<file path="config.mk">
export PLATFORM = sky130hd
export DESIGN_NAME = dpcd_snoop_top
export DESIGN_NICKNAME = d
export VERILOG_FILES = /design/src/rtl/dpcd_snoop_pkg.sv /design/src/rtl/dpcd_link_cfg.sv /design/src/rtl/dpcd_lane_cfg.sv /design/src/rtl/dpcd_power_ctl.sv /design/src/rtl/dpcd_snoop_top.sv
export SDC_FILE = /design/constraint.sdc
export NUM_CORES = 1
export LEC_CHECK = 0
export BUFFER_PORTS_ARGS = -buffer_cell sky130_fd_sc_hd__buf_2
export CORE_MARGIN = 2
export CORE_UTILIZATION = 56
export DETAILED_ROUTE_END_ITERATION = 6
export PLACE_DENSITY = 0.82
export SLEW_MARGIN = 5
export SYNTH_ARGS = -nofsm -noshare
export SYNTH_HDL_FRONTEND = slang
export SYNTH_SLANG_ARGS = --single-unit
export TNS_END_PERCENT = 10
</file>
<file path="constraint.sdc">
create_clock -name clk -period 7.3 [get_ports clk]
set_clock_uncertainty 0.1 [all_clocks]
set_input_delay 1.095 -clock clk [delete_from_list [all_inputs] [get_ports clk]]
set_output_delay 1.095 -clock clk [all_outputs]
set_load 0.01 [all_outputs]
</file>
<file path="src/rtl/dpcd_snoop_pkg.sv">
package dpcd_snoop_pkg;

    localparam int ADDR_W  = 20;
    localparam int DATA_W  = 8;
    localparam int N_LANES = 4;
    localparam int CODE_W  = 2;

    localparam logic [ADDR_W-1:0] A_RATE   = 20'h00100;
    localparam logic [ADDR_W-1:0] A_COUNT  = 20'h00101;
    localparam logic [ADDR_W-1:0] A_LANE0  = 20'h00103;
    localparam logic [ADDR_W-1:0] A_POWER  = 20'h00600;

    localparam logic [DATA_W-1:0] RATE_DEFAULT = 8'h06;
    localparam logic [DATA_W-1:0] RATE_HI_CODE = 8'h0A;

    localparam int CNT_W = 5;

    typedef enum logic [1:0] {
        PWR_RSVD0  = 2'b00,
        PWR_NORMAL = 2'b01,
        PWR_DOWN   = 2'b10,
        PWR_RSVD3  = 2'b11
    } pwr_code_e;

    typedef struct packed {
        logic [DATA_W-1:0] rate;
        logic [CNT_W-1:0]  cnt;
        logic              cnt_set;
    } link_st_t;

    localparam link_st_t LINK_RST = '{rate: RATE_DEFAULT, cnt: '0, cnt_set: 1'b0};

    typedef struct packed {
        logic [CODE_W-1:0] swing;
        logic [CODE_W-1:0] pre;
    } lane_st_t;

    typedef struct packed {
        logic down;
        logic enter;
        logic leave;
    } pwr_st_t;

    // Legal drive budget: swing level plus pre-emphasis level at most 3.
    function automatic logic pair_legal(input logic [CODE_W-1:0] swing,
                                        input logic [CODE_W-1:0] pre);
        logic [CODE_W:0] sum;
        sum = {1'b0, swing} + {1'b0, pre};
        return (sum <= (CODE_W+1)'(3));
    endfunction

endpackage

</file>
<file path="src/rtl/dpcd_link_cfg.sv">
module dpcd_link_cfg
    import dpcd_snoop_pkg::*;
#(
    parameter int LANES = N_LANES
) (
    input  logic              clk,
    input  logic              rst_n,
    input  logic              clear,
    input  logic              wr_valid,
    input  logic [ADDR_W-1:0] wr_addr,
    input  logic [DATA_W-1:0] wr_data,
    output logic              rate_high,
    output logic [LANES-1:0]  lane_mask,
    output logic              cnt_illegal
);

    link_st_t st_d, st_q;
    logic     cnt_ok;

    always_comb begin
        st_d = st_q;
        if (clear) begin
            st_d = LINK_RST;
        end else if (wr_valid) begin
            if (wr_addr == A_RATE) begin
                st_d.rate = wr_data;
            end else if (wr_addr == A_COUNT) begin
                st_d.cnt     = wr_data[CNT_W-1:0];
                st_d.cnt_set = 1'b1;
            end
        end
    end

    always_ff @(posedge clk or negedge rst_n) begin
        if (!rst_n) st_q <= LINK_RST;
        else        st_q <= st_d;
    end

    always_comb begin
        cnt_ok      = ($countones(st_q.cnt) == 1) && (int'(st_q.cnt) <= LANES);
        cnt_illegal = st_q.cnt_set && !cnt_ok;
        rate_high   = (st_q.rate == RATE_HI_CODE);
        for (int i = 0; i < LANES; i++) begin
            lane_mask[i] = cnt_ok && (i < int'(st_q.cnt));
        end
    end

    // rate select follows the byte written in the previous cycle
    a_r2_rate_follows: assert property (@(posedge clk) disable iff (!rst_n)
        (wr_valid && !clear && wr_addr == A_RATE) |=> (rate_high == ($past(wr_data) == RATE_HI_CODE)));

    // mask is always thermometer shaped
    a_r3_mask_shape: assert property (@(posedge clk) disable iff (!rst_n)
        ((lane_mask & (lane_mask + 1'b1)) == '0));

endmodule

</file>
<file path="src/rtl/dpcd_lane_cfg.sv">
module dpcd_lane_cfg
    import dpcd_snoop_pkg::*;
#(
    parameter logic [ADDR_W-1:0] LANE_ADDR = A_LANE0
) (
    input  logic              clk,
    input  logic              rst_n,
    input  logic              clear,
    input  logic              wr_valid,
    input  logic [ADDR_W-1:0] wr_addr,
    input  logic [CODE_W-1:0] swing_in,
    input  logic [CODE_W-1:0] pre_in,
    output logic [CODE_W-1:0] swing,
    output logic [CODE_W-1:0] pre,
    output logic              illegal
);

    lane_st_t st_d, st_q;

    always_comb begin
        st_d = st_q;
        if (clear) begin
            st_d = '0;
        end else if (wr_valid && wr_addr == LANE_ADDR) begin
            st_d.swing = swing_in;
            st_d.pre   = pre_in;
        end
    end

    always_ff @(posedge clk or negedge rst_n) begin
        if (!rst_n) st_q <= '0;
        else        st_q <= st_d;
    end

    assign swing   = st_q.swing;
    assign pre     = st_q.pre;
    assign illegal = !pair_legal(st_q.swing, st_q.pre);

    // a write to this lane lands in its fields one cycle later
    a_r5_lane_store: assert property (@(posedge clk) disable iff (!rst_n)
        (wr_valid && !clear && wr_addr == LANE_ADDR) |=> (swing == $past(swing_in) && pre == $past(pre_in)));

endmodule

</file>
<file path="src/rtl/dpcd_power_ctl.sv">
module dpcd_power_ctl
    import dpcd_snoop_pkg::*;
(
    input  logic              clk,
    input  logic              rst_n,
    input  logic              clear,
    input  logic              wr_valid,
    input  logic [ADDR_W-1:0] wr_addr,
    input  logic [1:0]        code_in,
    output logic              pwr_down,
    output logic              d3_enter,
    output logic              d3_exit
);

    pwr_st_t   st_d, st_q;
    pwr_code_e code;
    logic      hit;

    always_comb begin
        code       = pwr_code_e'(code_in);
        hit        = wr_valid && (wr_addr == A_POWER);
        st_d       = st_q;
        st_d.enter = 1'b0;
        st_d.leave = 1'b0;
        if (clear) begin
            st_d = '0;
        end else if (hit) begin
            unique case (code)
                PWR_DOWN: begin
                    if (!st_q.down) begin
                        st_d.down  = 1'b1;
                        st_d.enter = 1'b1;
                    end
                end
                PWR_NORMAL: begin
                    if (st_q.down) begin
                        st_d.down  = 1'b0;
                        st_d.leave = 1'b1;
                    end
                end
                default: ;
            endcase
        end
    end

    always_ff @(posedge clk or negedge rst_n) begin
        if (!rst_n) st_q <= '0;
        else        st_q <= st_d;
    end

    assign pwr_down = st_q.down;
    assign d3_enter = st_q.enter;
    assign d3_exit  = st_q.leave;

    // entry pulse only on a real transition into power-down
    a_r7_enter_edge: assert property (@(posedge clk) disable iff (!rst_n)
        d3_enter |-> (pwr_down && !$past(pwr_down)));

    // exit pulse only on a real transition out of power-down
    a_r7_exit_edge: assert property (@(posedge clk) disable iff (!rst_n)
        d3_exit |-> (!pwr_down && $past(pwr_down)));

    // the two pulses never coincide
    a_r7_pulse_excl: assert property (@(posedge clk) disable iff (!rst_n)
        !(d3_enter && d3_exit));

    // reserved codes leave the power state alone
    a_r8_rsvd_code: assert property (@(posedge clk) disable iff (!rst_n)
        (hit && !clear && (code_in == 2'b00 || code_in == 2'b11)) |=> ($stable(pwr_down) && !d3_enter && !d3_exit));

endmodule

</file>
<file path="src/rtl/dpcd_snoop_top.sv">
module dpcd_snoop_top
    import dpcd_snoop_pkg::*;
(
    input  logic                      clk,
    input  logic                      rst_n,
    input  logic                      shutdown,
    input  logic                      wr_valid,
    input  logic [ADDR_W-1:0]         wr_addr,
    input  logic [DATA_W-1:0]         wr_data,
    output logic                      rate_high,
    output logic [N_LANES-1:0]        lane_en,
    output logic [CODE_W*N_LANES-1:0] swing_lvl,
    output logic [CODE_W*N_LANES-1:0] preemph_lvl,
    output logic                      pwr_down,
    output logic                      d3_enter,
    output logic                      d3_exit,
    output logic                      out_disable
);

    logic [N_LANES-1:0] lane_mask;
    logic [N_LANES-1:0] lane_bad;
    logic               cnt_bad;
    logic               addr_known;

    dpcd_link_cfg #(.LANES(N_LANES)) u_link (
        .clk         (clk),
        .rst_n       (rst_n),
        .clear       (shutdown),
        .wr_valid    (wr_valid),
        .wr_addr     (wr_addr),
        .wr_data     (wr_data),
        .rate_high   (rate_high),
        .lane_mask   (lane_mask),
        .cnt_illegal (cnt_bad)
    );

    for (genvar g = 0; g < N_LANES; g++) begin : g_lane
        dpcd_lane_cfg #(.LANE_ADDR(A_LANE0 + ADDR_W'(g))) u_lane (
            .clk      (clk),
            .rst_n    (rst_n),
            .clear    (shutdown),
            .wr_valid (wr_valid),
            .wr_addr  (wr_addr),
            .swing_in (wr_data[1:0]),
            .pre_in   (wr_data[4:3]),
            .swing    (swing_lvl[CODE_W*g +: CODE_W]),
            .pre      (preemph_lvl[CODE_W*g +: CODE_W]),
            .illegal  (lane_bad[g])
        );
    end

    dpcd_power_ctl u_pwr (
        .clk      (clk),
        .rst_n    (rst_n),
        .clear    (shutdown),
        .wr_valid (wr_valid),
        .wr_addr  (wr_addr),
        .code_in  (wr_data[1:0]),
        .pwr_down (pwr_down),
        .d3_enter (d3_enter),
        .d3_exit  (d3_exit)
    );

    assign out_disable = cnt_bad || (|lane_bad);
    assign lane_en     = out_disable ? '0 : lane_mask;

    assign addr_known = (wr_addr == A_RATE) || (wr_addr == A_COUNT) || (wr_addr == A_POWER) ||
                        ((wr_addr >= A_LANE0) && (wr_addr < A_LANE0 + ADDR_W'(N_LANES)));

    // no lane may run while any entry is illegal
    a_r6_lanes_off: assert property (@(posedge clk) disable iff (!rst_n)
        out_disable |-> (lane_en == '0));

    // unlisted addresses change nothing visible
    a_r9_unlisted: assert property (@(posedge clk) disable iff (!rst_n)
        (wr_valid && !addr_known && !shutdown) |=>
        $stable({rate_high, lane_en, swing_lvl, preemph_lvl, pwr_down, out_disable}));

    // after a shutdown cycle everything sits at its defaults
    a_r10_shutdown_hold: assert property (@(posedge clk) disable iff (!rst_n)
        $past(shutdown) |-> (!rate_high && lane_en == '0 && swing_lvl == '0 && preemph_lvl == '0 &&
                             !pwr_down && !d3_enter && !d3_exit && !out_disable));

endmodule

</file>
**After elaboration in Yosys (flattened, before gate mapping)**

Index checks and enable logic that the tools add are counted.

- Add/sub/neg operators: 8
- $lt $le $gt $ge: 9
- Multiplexer cells: 21
- Reductions and logical operators: 30
- Equal/unequal tests: 12

Operators with widths:

| kind | number |
|---|---|
| $eq 20x9->1 const B | 6 |
| $mux 4 | 9 |
| $add 32x1->32 | 1 |
| $add 32x32->32 | 1 |
| $eq 32x2->1 const B | 1 |
| $mux 14 | 2 |
| $eq 20x11->1 const B | 1 |
| $reduce_bool 2->1 | 8 |
| $add 2x2->3 | 4 |
| $le 3x2->1 const B | 4 |
| $mux 6 | 2 |
| $logic_and 1x1->1 | 11 |
| $lt 1x5->1 const A | 2 |
| $lt 2x5->1 const A | 2 |
| $eq 8x4->1 const B | 1 |
| $mux 8 | 1 |
| $mux 3 | 2 |
| $le 5x3->1 const B | 1 |
| $logic_not 1->1 | 5 |
| $add 1x1->2 | 2 |
| $mux 1 | 4 |
| $reduce_and 2->1 | 2 |
| $reduce_or 4->1 | 1 |
| $reduce_and 3->1 | 1 |
| 6 further kinds | 6 |

- Output and inout port bits: 25
- Word-level logic and storage cells: 94
- Register bits after elaboration: 33

**Logic depth before layout (Yosys ltp)**

Gate-level depths: netlist (run 1).

- Depth in word-level cells: 9
- Gate-level depth with buffers: 10
- Depth with buffers taken out: 10

**Cells and area by module**

A second synthesis (run 1) with hierarchy kept.

- Cells, all modules: 241
- Area, all modules: 2447.3 um^2

Modules (own cells, without submodules):

| module | cells an instance | area an instance (um^2) | instances |
|---|---|---|---|
| dpcd_link_cfg | 97 | 910.9 | 1 |
| dpcd_lane_cfg (g_lane[2].u_lane ...) | 28 | 304.0 | 2 |
| dpcd_lane_cfg (g_lane[1].u_lane) | 28 | 320.3 | 1 |
| dpcd_lane_cfg (g_lane[0].u_lane) | 28 | 316.6 | 1 |
| dpcd_power_ctl | 22 | 225.2 | 1 |
| dpcd_snoop_top | 10 | 66.3 | 1 |

**Worst setup path before layout (run 1)**

Ideal clock, no wire load.

- Path type: reg-to-output
- Start: register u_link.st_q[4] in the netlist's numbering
- End: output out_disable
- Setup slack: 4054 ps
- Arrival time: 2051 ps
- Required time: 6105 ps
- Cell stages (with the launch flop): 11
- Path buffers: 0
- Path through: dfrtp_1 > inv_1 > ha_1 > inv_1 > fa_1 > inv_1 > fa_1 > nand3_1 > nor2_1 > o21ai_0 > o21a_1

- Longest elaborated chain between the ends: 8

Ends and longest elaborated chain:

| what | RTL line | text |
|---|---|---|
| from (decl) | dpcd_link_cfg.sv:17 | `link_st_t st_d, st_q;` |
| from (signal assigned) | dpcd_link_cfg.sv:36 | `else st_q <= st_d;` |
| $add 1x1->2 (implied by the code) | dpcd_link_cfg.sv:40 | `cnt_ok = ($countones(st_q.cnt) == 1) && (int'(st_q.cnt) <= LANES);` |
| $add 32x32->32 (implied by the code) | dpcd_link_cfg.sv:40 |  |
| $add 32x1->32 (implied by the code) | dpcd_link_cfg.sv:40 |  |
| $eq 32x2->1 | dpcd_link_cfg.sv:40 |  |
| $logic_and 1x1->1 * | dpcd_link_cfg.sv:40 |  |
| $logic_not 1->1 * | dpcd_link_cfg.sv:41 | `cnt_illegal = st_q.cnt_set && !cnt_ok;` |
| $logic_and 1x1->1 * | dpcd_link_cfg.sv:41 |  |
| $logic_or 1x1->1 * | dpcd_snoop_top.sv:64 | `assign out_disable = cnt_bad \|\| (\|lane_bad);` |
| to (decl) | dpcd_snoop_top.sv:17 | `output logic out_disable` |

Mark *: on every way between the ends. The rest lies on a longest branch, timed or not.

**Worst setup path after layout (run 1)**

Ends and elaborated chain as after synthesis.

==> results.yml, run 1 <==
run_status:
  status: "finished, final reports clean"
min_path:
  hp-class: "reg -> reg"
  hold_path_end: "u_link.st_q[6]"
  worst_hold_startpoint: "u_link.st_q[6]"
  worstHoldPathCells: 1
clocking:
  cts.path.max_buffers: 2
  clock-root-buffer: "sky130_fd_sc_hd__clkbuf_4"
  path_clk_slew_ps: 100
  post_cts.repair.setup_buffers: 0
  ctsHtreeMaxLevel: 2
  post_cts_resized: 0
  cts_inserted_buffers: 5
  cts_sinks: 33
  holdBufCountCts: 0
  tritoncts_clock_tree: "built"
  insertion_delay_ps: 330
timing:
  fmax_mhz: 263
  fin_crit_sh_pct: 52.1
  maxSlewViolCount: 0
  grt_setup_unrepaired: "false"
  slew-limit-headroom_pct: 37.6
  final-hold-violation-count: 0
  finalCriticalPeriod_ps: 3800
  timing_worst_slew_pin_value_ps: 935
  fin_setup_tns_ps: 0
  setup-violations-final: 0
power_and_ir_drop:
  total_switching_power_mw: 0.0775
  p_leak_nw: 1.11
  p_comb_share_pct: 8.7
  seq_power_share_pct: 57.6
  power.density_nw_per_um2: 134
  power.total_mw: 0.317
  p_clk_share_pct: 33.7
  p_int_mw: 0.240
  sw_frac_of_total_pct: 24.4
  vdd_drop_max_v: 0.0000788
setup_path:
  highest_net_fanout_along_the_worst_path: 5
  critical_path.most_common_cell: "sky130_fd_sc_hd__inv_1"
  crit-reg2reg-launch: "u_link.st_q[10]"
  timing.setup.critical_path_class: "reg -> out"
  data_required_time_at_the_worst_endpoint_ps: 6110
  worstSetupStartpoint: "u_link.st_q[4]"
  critical_path.n_buffers_inverters: 4
  worstSetupEndpointType: "output port"
  worst_path_max_delay_cell: "sky130_fd_sc_hd__dfrtp_1"
  cp_data_arrival_time_ps: 2610
  worst_r2r_endpoint: "u_link.st_q[10]"
  reg2reg_setup_slack_ps: 6280
  timing.reg2reg.worst_path_depth: 2
  timing.critical_path.cells: "inv_1 -> ha_1 -> inv_1 -> fa_1 -> inv_1 -> fa_1 -> nand3_1 -> nor2_1 -> o21ai_0 -> o21a_1 -> buf_2"
  critical_path.startpoint_type: "flip-flop"
  cp_top_family: "adder cells"
  slowest_delay_ps: 410
  worstSetupPathDepth: 11
route:
  total_iterations_of_the_first_detailed_routing_run: 4
  routed-via-count: 1820
  drt_wl_total_um: 4510
  final_antenna_net_count: 0
  vias_per_cell: 5.87
  drc: 0
  detail_route.iter0.violations: 138
  wire_per_inst_um: 14.6
placement:
  dpl.hpwl_um: 3300
  io_buffers: 56
  gpl.final_weighted_congestion: 0.807
  dpl.cell_count: 302
cells_and_area:
  drive_gt1_share_pct: 29.5
  nets_final: 308
  synthToLayoutAreaGrowth_pct: 16.8
  antenna_cells: 0
  finalNonFillerCells: 310
die:
  effective_utilization_at_floorplan_pct: 59.7
  die-width_um: 64.1
  die_h_um: 64.1
  num_io_pins: 57
  placement_rows: 21
  die_area_um2: 4110
  placeableCoreArea_um2: 3390
global_route:
  globalRouteOverflowTotal: 0
  grt_antenna_before_repair: 0
  grt_start_max_net_pins: 34
  grt_pass1_vias: 1712
  first_pass_grt_wire_length_um: 7690
  grt_usage_pct: 23.9
synthesis:
  mappedNetlistArea_um2: 2020
  synth.avg_cell_area_um2: 9.49
  yosysSeqAreaShare_pct: 41.0
  synth.ff_latch_count: 33
  number_of_library_cell_types_mapped_by_synthesis: 41
  synth_fp_nets: 258
  post_synth_inst_count: 213
  yosysWarningCount: 0
job:
  maxCapViolations: 0
-- metrics by stage --
step / setup slack [ps] / cell area, um2 / util, % / hold slack (ps)
global placement: 3920 / 2300 / 67.8 / 395
finish: 3500 / 2360 / 69.7 / 415
global route: 3220 / 2360 / 69.7 / 444
CTS: 3480 / 2360 / 69.5 / 418
detailed placement: 3850 / 2300 / 67.8 / 394
floorplan: 4050 / 2020 / - / 363
-- worst max path at each step --
stage	endpoint
floorplan	out_disable
global placement	out_disable
detailed placement	out_disable
CTS	out_disable
global route	out_disable
finish	out_disable
-- synthesized netlist by cell type, drive strengths merged --
library cell	number	area share, %
o21ai	28	6.9
nor2	6	1.1
nor2b	3	0.93
nand2	5	1.1
nand3	35	8.7
fa	6	5.9
nand4b	1	0.43
o32ai	1	0.43
ha	7	4.3
clkbuf	8	1.5
nor3b	1	0.37
inv	9	1.7
and3	7	2.2
a41oi	1	0.43
and4bb	2	1.2
a31oi	1	0.31
a221o	2	0.99
nor4	5	3.3
dfstp	2	2.6
a21oi	27	6.7
nor4b	2	1.6
dfrtp	31	38
a22o	1	0.43
and4b	3	1.6
or4	3	1.3
o21a	1	0.37
buf	5	1.6
and2	3	0.93
and4	1	0.43
o31ai	1	0.37
nor3	4	1.5
nand4	1	0.31
-- layout make-up --
cell class                      count  area, um2
Clock buffer                        8       58.8
Tap cell                           46       57.6
Fill cell                         270       1030
Inverter                            9       33.8
Timing Repair Buffer               56        280
Multi-Input combinational cell    158       1100
Sequential cell                    33        828
-- cells in the final DEF, fill, tap and decap left out, drive strengths merged, types with 4 or more instances in the layout --
cell,Yosys,routed
dfrtp,31,31
nand2,5,5
o21ai,28,28
nor2,6,6
nor4,5,5
fa,6,6
inv,9,9
nor3,4,4
a21oi,27,27
ha,7,7
nand3,35,35
and3,7,7
buf,5,56
clkbuf,8,8
-- worst register-to-register path, stage by stage, from the launching register on --
cell	delay [ps]
sky130_fd_sc_hd__dfrtp_1	410
sky130_fd_sc_hd__and2_1	140
sky130_fd_sc_hd__a221o_1	260
-- logic make-up after synthesis --
kind of cell	synth area share (%)
simple gates	27.0
compound gates	17.0
flops	41.0
buf+inv	4.76
fa+ha+maj	10.3
-- sequential cells by signal, indices dropped and copies added, names as in the netlist --
signal and count:
g_lane.u_lane.swing 8, u_pwr.d3_enter 1, u_link.st_q 14, u_pwr.d3_exit 1, g_lane.u_lane.pre 8, u_pwr.pwr_down 1
-- power groups by stage --
| stage | clock, mW | sequential, mW | combinational, mW |
|---|---|---|---|
| 2_1_floorplan | 0 | 0.186 | 0.00889 |
| 3_3_place_gp | 0 | 0.186 | 0.0268 |
| 3_5_place_dp | 0 | 0.186 | 0.0273 |
| 4_1_cts | 0.108 | 0.183 | 0.0275 |
| 5_1_grt | 0.122 | 0.183 | 0.0304 |
| 6_report | 0.107 | 0.183 | 0.0275 |
-- routing by layer --
metal / share of wire, % / GRT usage [%] / up-vias
li1: - / - / 881
met1: 43 / 30.8 / 849
met2: 48 / 41.0 / 81
met3: 7.9 / 5.11 / 9
met4: 1.7 / 6.38 / 0
met5: 0 / 0 / -
(Power assumes the default switching activity.)
==> run 2: changes to the inputs <==
--- a/config.mk
+++ b/config.mk
@@ -5,11 +5,12 @@
 export SDC_FILE = /design/constraint.sdc
 export NUM_CORES = 1
 export LEC_CHECK = 0
+export ABC_AREA = 1
 export BUFFER_PORTS_ARGS = -buffer_cell sky130_fd_sc_hd__buf_2
 export CORE_MARGIN = 2
-export CORE_UTILIZATION = 56
+export CORE_UTILIZATION = 52
 export DETAILED_ROUTE_END_ITERATION = 6
-export PLACE_DENSITY = 0.82
+export PLACE_DENSITY = 0.77
 export SLEW_MARGIN = 5
 export SYNTH_ARGS = -nofsm -noshare
 export SYNTH_HDL_FRONTEND = slang
==> constraint.sdc (replaced) <==
create_clock -name clk -period 3.9 [get_ports clk]
set_clock_uncertainty 0.1 [all_clocks]
set_input_delay 0.585 -clock clk [delete_from_list [all_inputs] [get_ports clk]]
set_output_delay 0.585 -clock clk [all_outputs]
set_load 0.01 [all_outputs]
==> run 2 against run 1 <==
Synthesized cell count grew 11%; die area grew 6.6%; count of clock-buffer cells in the layout is the same; global-route usage shrank 1.6 points; critical path type unchanged.
==> results.yml, run 2 <==
synthesis:
  top_cells_by_area_synth: "sky130_fd_sc_hd__dfrtp_1, sky130_fd_sc_hd__nand3_1, sky130_fd_sc_hd__nand2_1"
  synth_top_cell_by_area: "sky130_fd_sc_hd__dfrtp_1"
  synth_edf_count: 0
  synth.avg_cell_area_um2: 8.51
  synth.most_common_cell: "sky130_fd_sc_hd__nand2_1"
  yosys.area.top_type_share_pct: 38.6
  dominantRegCellSynth: "sky130_fd_sc_hd__dfrtp_1"
  yosysWarningCount: 0
  number_of_library_cell_types_mapped_by_synthesis: 30
  yosysSeqAreaShare_pct: 41.2
  post_synth_inst_count: 236
  synth.ff_latch_count: 33
  mappedNetlistArea_um2: 2010
  ys_top_cells_by_count: "sky130_fd_sc_hd__nand2_1, sky130_fd_sc_hd__nand3_1, sky130_fd_sc_hd__dfrtp_1"
  synth_fp_nets: 281
  proportion_of_synthesized_flip_flops_having_asynchronous_set_or_reset_pct: 100
placement:
  place_ws_ps: 1070
  io_buffers: 56
  gpl.final_weighted_congestion: 0.794
  placedInstanceArea_um2: 2340
  dpl.hpwl_um: 3190
  dpl.cell_count: 337
clocking:
  holdBufCountCts: 0
  clock-root-buffer: "sky130_fd_sc_hd__clkbuf_8"
  tritoncts_clock_tree: "built"
  cts.path.max_buffers: 2
  post_cts_resized: 0
  path_clk_slew_ps: 70
  insertion_delay_ps: 280
  ctsHtreeMaxLevel: 2
  cts_inserted_buffers: 5
  cts_sinks: 33
  post_cts.repair.setup_buffers: 0
route:
  drc: 0
  total_iterations_of_the_first_detailed_routing_run: 4
  drt_wl_total_um: 4240
  vias_per_cell: 5.08
  routed-via-count: 1754
  final_antenna_net_count: 0
  detail_route.iter0.violations: 76
  wire_per_inst_um: 12.3
timing:
  hold_slack_ps: 253
  fin_crit_sh_pct: 79.8
  setup-violations-final: 0
  fin_setup_tns_ps: 0
  fmax_mhz: 321
  grt_setup_unrepaired: "false"
  slew-limit-headroom_pct: 51.8
  timing_worst_slew_pin_value_ps: 724
  timing.final.ws_setup_ps: 789
  finalCriticalPeriod_ps: 3110
  maxSlewViolCount: 0
  final-hold-violation-count: 0
die:
  effective_utilization_at_floorplan_pct: 54.5
  num_io_pins: 57
  placeableCoreArea_um2: 3690
  placement_rows: 22
  die_area_um2: 4380
  die_h_um: 66.2
  die-width_um: 66.2
cells_and_area:
  post-route-cell-area_um2: 2430
  finalNonFillerCells: 345
  synthToLayoutAreaGrowth_pct: 20.8
  postLayoutCoreUtil_pct: 65.8
  final_common_cell: "sky130_fd_sc_hd__buf_2"
  largest-register: "u_link.st_q"
  drive_gt1_share_pct: 29.6
  largest_reg_flops: 14
  layout.cells.most_common_list: "sky130_fd_sc_hd__buf_2, sky130_fd_sc_hd__nand2_1, sky130_fd_sc_hd__nand3_1, sky130_fd_sc_hd__dfrtp_1, sky130_fd_sc_hd__nor2_1"
  nets_final: 341
  antenna_cells: 0
setup_path:
  cp_data_arrival_time_ps: 2430
  critical_path.most_common_cell: "sky130_fd_sc_hd__inv_1"
  data_required_time_at_the_worst_endpoint_ps: 3210
  timing.critical_path.cells: "inv_1 -> ha_1 -> inv_1 -> fa_1 -> inv_1 -> fa_1 -> nand3_1 -> nor2_1 -> nand2_1 -> inv_1 -> nand2_1 -> inv_1 -> buf_2"
  worst_path_max_delay_cell: "sky130_fd_sc_hd__fa_1"
  critical_path.startpoint_type: "flip-flop"
  slowest_delay_ps: 400
  highest_net_fanout_along_the_worst_path: 4
  worstSetupEndpointType: "output port"
  timing.reg2reg.worst_path_depth: 2
  timing.setup.critical_path_class: "reg -> out"
power_and_ir_drop:
  power.density_nw_per_um2: 283
  vdd_drop_max_v: 0.000214
  p_leak_nw: 1.40
  power.total_mw: 0.686
global_route:
  globalRouteOverflowTotal: 0
  grt_antenna_before_repair: 0
  grt_start_max_net_pins: 34
  grt_pass1_vias: 1619
  first_pass_grt_wire_length_um: 7330
  grt_usage_pct: 22.4
min_path:
  hp-class: "in -> async"
job:
  maxCapViolations: 0
run_status:
  status: "finished, final reports clean"
==> run 2: power breakdown <==
part	internal, mW	switching (mW)	total, mW
Combinational	0.0229	0.0439	0.0668
Clock	0.144	0.124	0.268
Sequential	0.349	0.00225	0.351
Total	0.516	0.170	0.686
==> run 2: logic make-up (layout without fill, tap and decap cells) <==
family	Yosys count	count (layout)	share of synthesized area [%]
AND/OR/NAND/NOR	145	145	38.4
adder cells (fa/ha/maj)	13	13	10.3
AO/OA/AOI/OAI	15	15	4.23
buffers and inverters	30	91	5.85
flip-flops	33	33	41.2
==> run 2: layout make-up <==
type                       count  area [um2]
clock buffer                   8        90.1
timing repair buffer          57         288
fill                         331        1260
sequential                    33         828
tap                           48        60.1
multi-input combinational    173        1060
inverter                      26        97.6
==> run 2: path summary, 6_finish.rpt <==
check                          startpoint                       to  slack (ps)
setup reg to reg           u_pwr.pwr_down            u_pwr.d3_exit        3060
hold / removal                      rst_n  g_lane[0].u_lane.pre[1]         250
max in group asynchronous           rst_n           u_link.st_q[5]        2980
setup / recovery           u_link.st_q[4]               lane_en[3]         790
hold reg to reg            u_link.st_q[8]           u_link.st_q[8]         390
min in group clk           u_link.st_q[8]           u_link.st_q[8]         390
==> run 2: worst max-delay path, delay by kind of cell (launching register included) <==
| kind | cells | cell delay (ps) |
|---|---|---|
| adder cells (fa/ha/maj) | 3 | 1040 |
| buffers and inverters | 6 | 420 |
| flip-flops | 1 | 370 |
| AND/OR/NAND/NOR | 4 | 320 |
==> run 2: metal layers <==
metal  up-vias  part of all wire, %  track usage [%]
met2        44                   48             35.9
met1       821                   46             29.1
met3         4                  4.3             5.45
li1        885                    -                -
met4         0                  1.1             8.67
met5         -                    0                0
==> run 3: changes to the inputs <==
==> constraint.sdc (replaced) <==
create_clock -name clk -period 2.97 [get_ports clk]
set_clock_uncertainty 0.1 [all_clocks]
set_input_delay 0.4455 -clock clk [delete_from_list [all_inputs] [get_ports clk]]
set_output_delay 0.4455 -clock clk [all_outputs]
set_load 0.01 [all_outputs]
==> run 3 against run 2 <==
Non-clock buffer count increased by 2; combinational power grew 33%; count of clock-buffer cells in the layout unchanged; clock power up 31%; critical path type unchanged; largest power group unchanged; highest routed layer unchanged.
==> results.yml, run 3 (synthesis gave the netlist of run 2 again) <==
clocking:
  insertion_delay_ps: 280
  cts.path.max_buffers: 2
  ctsHtreeMaxLevel: 2
  path_clk_slew_ps: 70
  tritoncts_clock_tree: "built"
  clock-root-buffer: "sky130_fd_sc_hd__clkbuf_8"
  cts_inserted_buffers: 5
  cts_sinks: 33
timing:
  fmax_mhz: 351
  fin_setup_tns_ps: 0
  grt_setup_unrepaired: "false"
  hold_slack_ps: 105
  slew-limit-headroom_pct: 52.8
  finalCriticalPeriod_ps: 2850
  timing_worst_slew_pin_value_ps: 708
  maxSlewViolCount: 0
  setup-violations-final: 0
  fin_crit_sh_pct: 96.0
  final-hold-violation-count: 0
setup_path:
  data_required_time_at_the_worst_endpoint_ps: 2420
  timing.setup.critical_path_class: "reg -> out"
  critical_path.startpoint_type: "flip-flop"
  highest_net_fanout_along_the_worst_path: 4
  cp_data_arrival_time_ps: 2310
  worstSetupEndpointType: "output port"
global_route:
  grt_start_max_net_pins: 34
  grt_usage_pct: 23.0
  globalRouteOverflowTotal: 0
  first_pass_grt_wire_length_um: 7610
  grt_antenna_before_repair: 0
  grt_pass1_vias: 1722
power_and_ir_drop:
  power.density_nw_per_um2: 363
  p_leak_nw: 1.40
  p_clk_share_pct: 38.9
  p_comb_share_pct: 9.8
  sw_frac_of_total_pct: 24.8
  seq_power_share_pct: 51.3
  total_switching_power_mw: 0.223
  p_int_mw: 0.677
  vdd_drop_max_v: 0.000264
placement:
  dpl.hpwl_um: 3240
  io_buffers: 56
  gpl.final_weighted_congestion: 0.793
die:
  effective_utilization_at_floorplan_pct: 54.5
  num_io_pins: 57
  die-width_um: 66.2
  die_area_um2: 4380
  die_h_um: 66.2
  placement_rows: 22
  placeableCoreArea_um2: 3690
cells_and_area:
  final_common_cell: "sky130_fd_sc_hd__buf_2"
  nFillCells: 310
  nets_final: 343
  synthToLayoutAreaGrowth_pct: 23.2
  drive_gt1_share_pct: 32.1
  largest_reg_flops: 14
  largest-register: "u_link.st_q"
  antenna_cells: 0
  layout.cells.most_common_list: "sky130_fd_sc_hd__buf_2, sky130_fd_sc_hd__nand2_1, sky130_fd_sc_hd__nand3_1, sky130_fd_sc_hd__dfrtp_1, sky130_fd_sc_hd__nor2_1"
route:
  routed-via-count: 1793
  drc: 0
  drt_wl_total_um: 4320
  vias_per_cell: 5.17
  detail_route.iter0.violations: 92
  total_iterations_of_the_first_detailed_routing_run: 4
  wire_per_inst_um: 12.4
  final_antenna_net_count: 0
job:
  maxCapViolations: 0
run_status:
  status: "finished, final reports clean"
min_path:
  hp-class: "in -> async"
[run 3: changes by cell type in the layout (fill, tap and decap cells not counted)]
cell	before	now
sky130_fd_sc_hd__inv_1	24	21
sky130_fd_sc_hd__inv_2	2	5
sky130_fd_sc_hd__buf_4	1	3
sky130_fd_sc_hd__ha_1	7	5
sky130_fd_sc_hd__ha_4	0	2
sky130_fd_sc_hd__buf_2	56	55
sky130_fd_sc_hd__buf_6	0	1
sky130_fd_sc_hd__fa_1	6	5
sky130_fd_sc_hd__fa_2	0	1
[run 3: repair_timing]
action                                 4_1_cts  5_1_grt
pin swaps                                    1        3
resized for setup                            2        5
hold buffers                                 0        0
setup buffers                                2        0
endpoints found under the hold margin        0        0
setup endpoints to repair                    2        5
[run 3: final cells by class]
type	count	area [um2]	share of cell area (%)
multi-input cells	173	1090	44.1
flip-flops and latches	33	828	33.5
repair buffers	59	309	12.5
inverters	26	97.6	3.94
clock buffers	8	90.1	3.64
well taps	48	60.1	2.43
[run 3: final timing paths]
| check | from | to | slack, ps | cells past startpoint |
|---|---|---|---|---|
| setup reg to reg | u_link.st_q[4] | u_link.st_q[4] | 2060 | 3 |
| setup / recovery | u_link.st_q[4] | lane_en[3] | 120 | 13 |
| min in group clk | wr_data[4] | u_link.st_q[5] | 270 | 3 |
| hold reg to reg | u_pwr.pwr_down | u_pwr.d3_enter | 380 | 1 |
| hold / removal | rst_n | g_lane[0].u_lane.swing[1] | 100 | 1 |
| max in group asynchronous | rst_n | u_link.st_q[1] | 2210 | 1 |
[run 3: critical path, cell delays in order, from the launching register on]
cell                      delay, ps
sky130_fd_sc_hd__dfrtp_1        370
sky130_fd_sc_hd__inv_2           60
sky130_fd_sc_hd__ha_4           260
sky130_fd_sc_hd__inv_2           30
sky130_fd_sc_hd__fa_2           320
sky130_fd_sc_hd__inv_2           60
sky130_fd_sc_hd__fa_1           400
sky130_fd_sc_hd__nand3_1         80
sky130_fd_sc_hd__nor2_1          50
sky130_fd_sc_hd__nand2_1        110
sky130_fd_sc_hd__inv_1           60
sky130_fd_sc_hd__nand2_1         60
sky130_fd_sc_hd__inv_1           50
sky130_fd_sc_hd__buf_6          110
[run 3: power by group through the flow]
stage / combinational (mW) / sequential, mW / clock [mW]
finish: 0.0886 / 0.461 / 0.350
global route: 0.100 / 0.462 / 0.377
CTS: 0.0897 / 0.461 / 0.354
detailed placement: 0.0892 / 0.470 / 0
global placement: 0.0878 / 0.469 / 0
floorplan: 0.0463 / 0.469 / 0
[run 3: through the flow]
stage | total power, mW | std cells | utilization [%] | instance area [um2] | setup WS (ps)
6_report | 0.900 | 347 | 67.1 | 2480 | 119
5_1_grt | 0.939 | 347 | 67.1 | 2480 | 3.92
4_1_cts | 0.905 | 347 | 66.3 | 2440 | 31.6
3_5_place_dp | 0.559 | 337 | 63.4 | 2340 | 277
3_3_place_gp | 0.557 | 337 | 63.4 | 2340 | 371
2_1_floorplan | 0.515 | 236 | - | 2010 | 442
[run 3: per-layer routing]
layer	track usage, %	up-vias	wire [um]
li1	-	896	-
met1	29.8	834	1940
met2	36.9	54	2050
met3	5.79	9	228
met4	9.44	0	93
met5	0	-	0
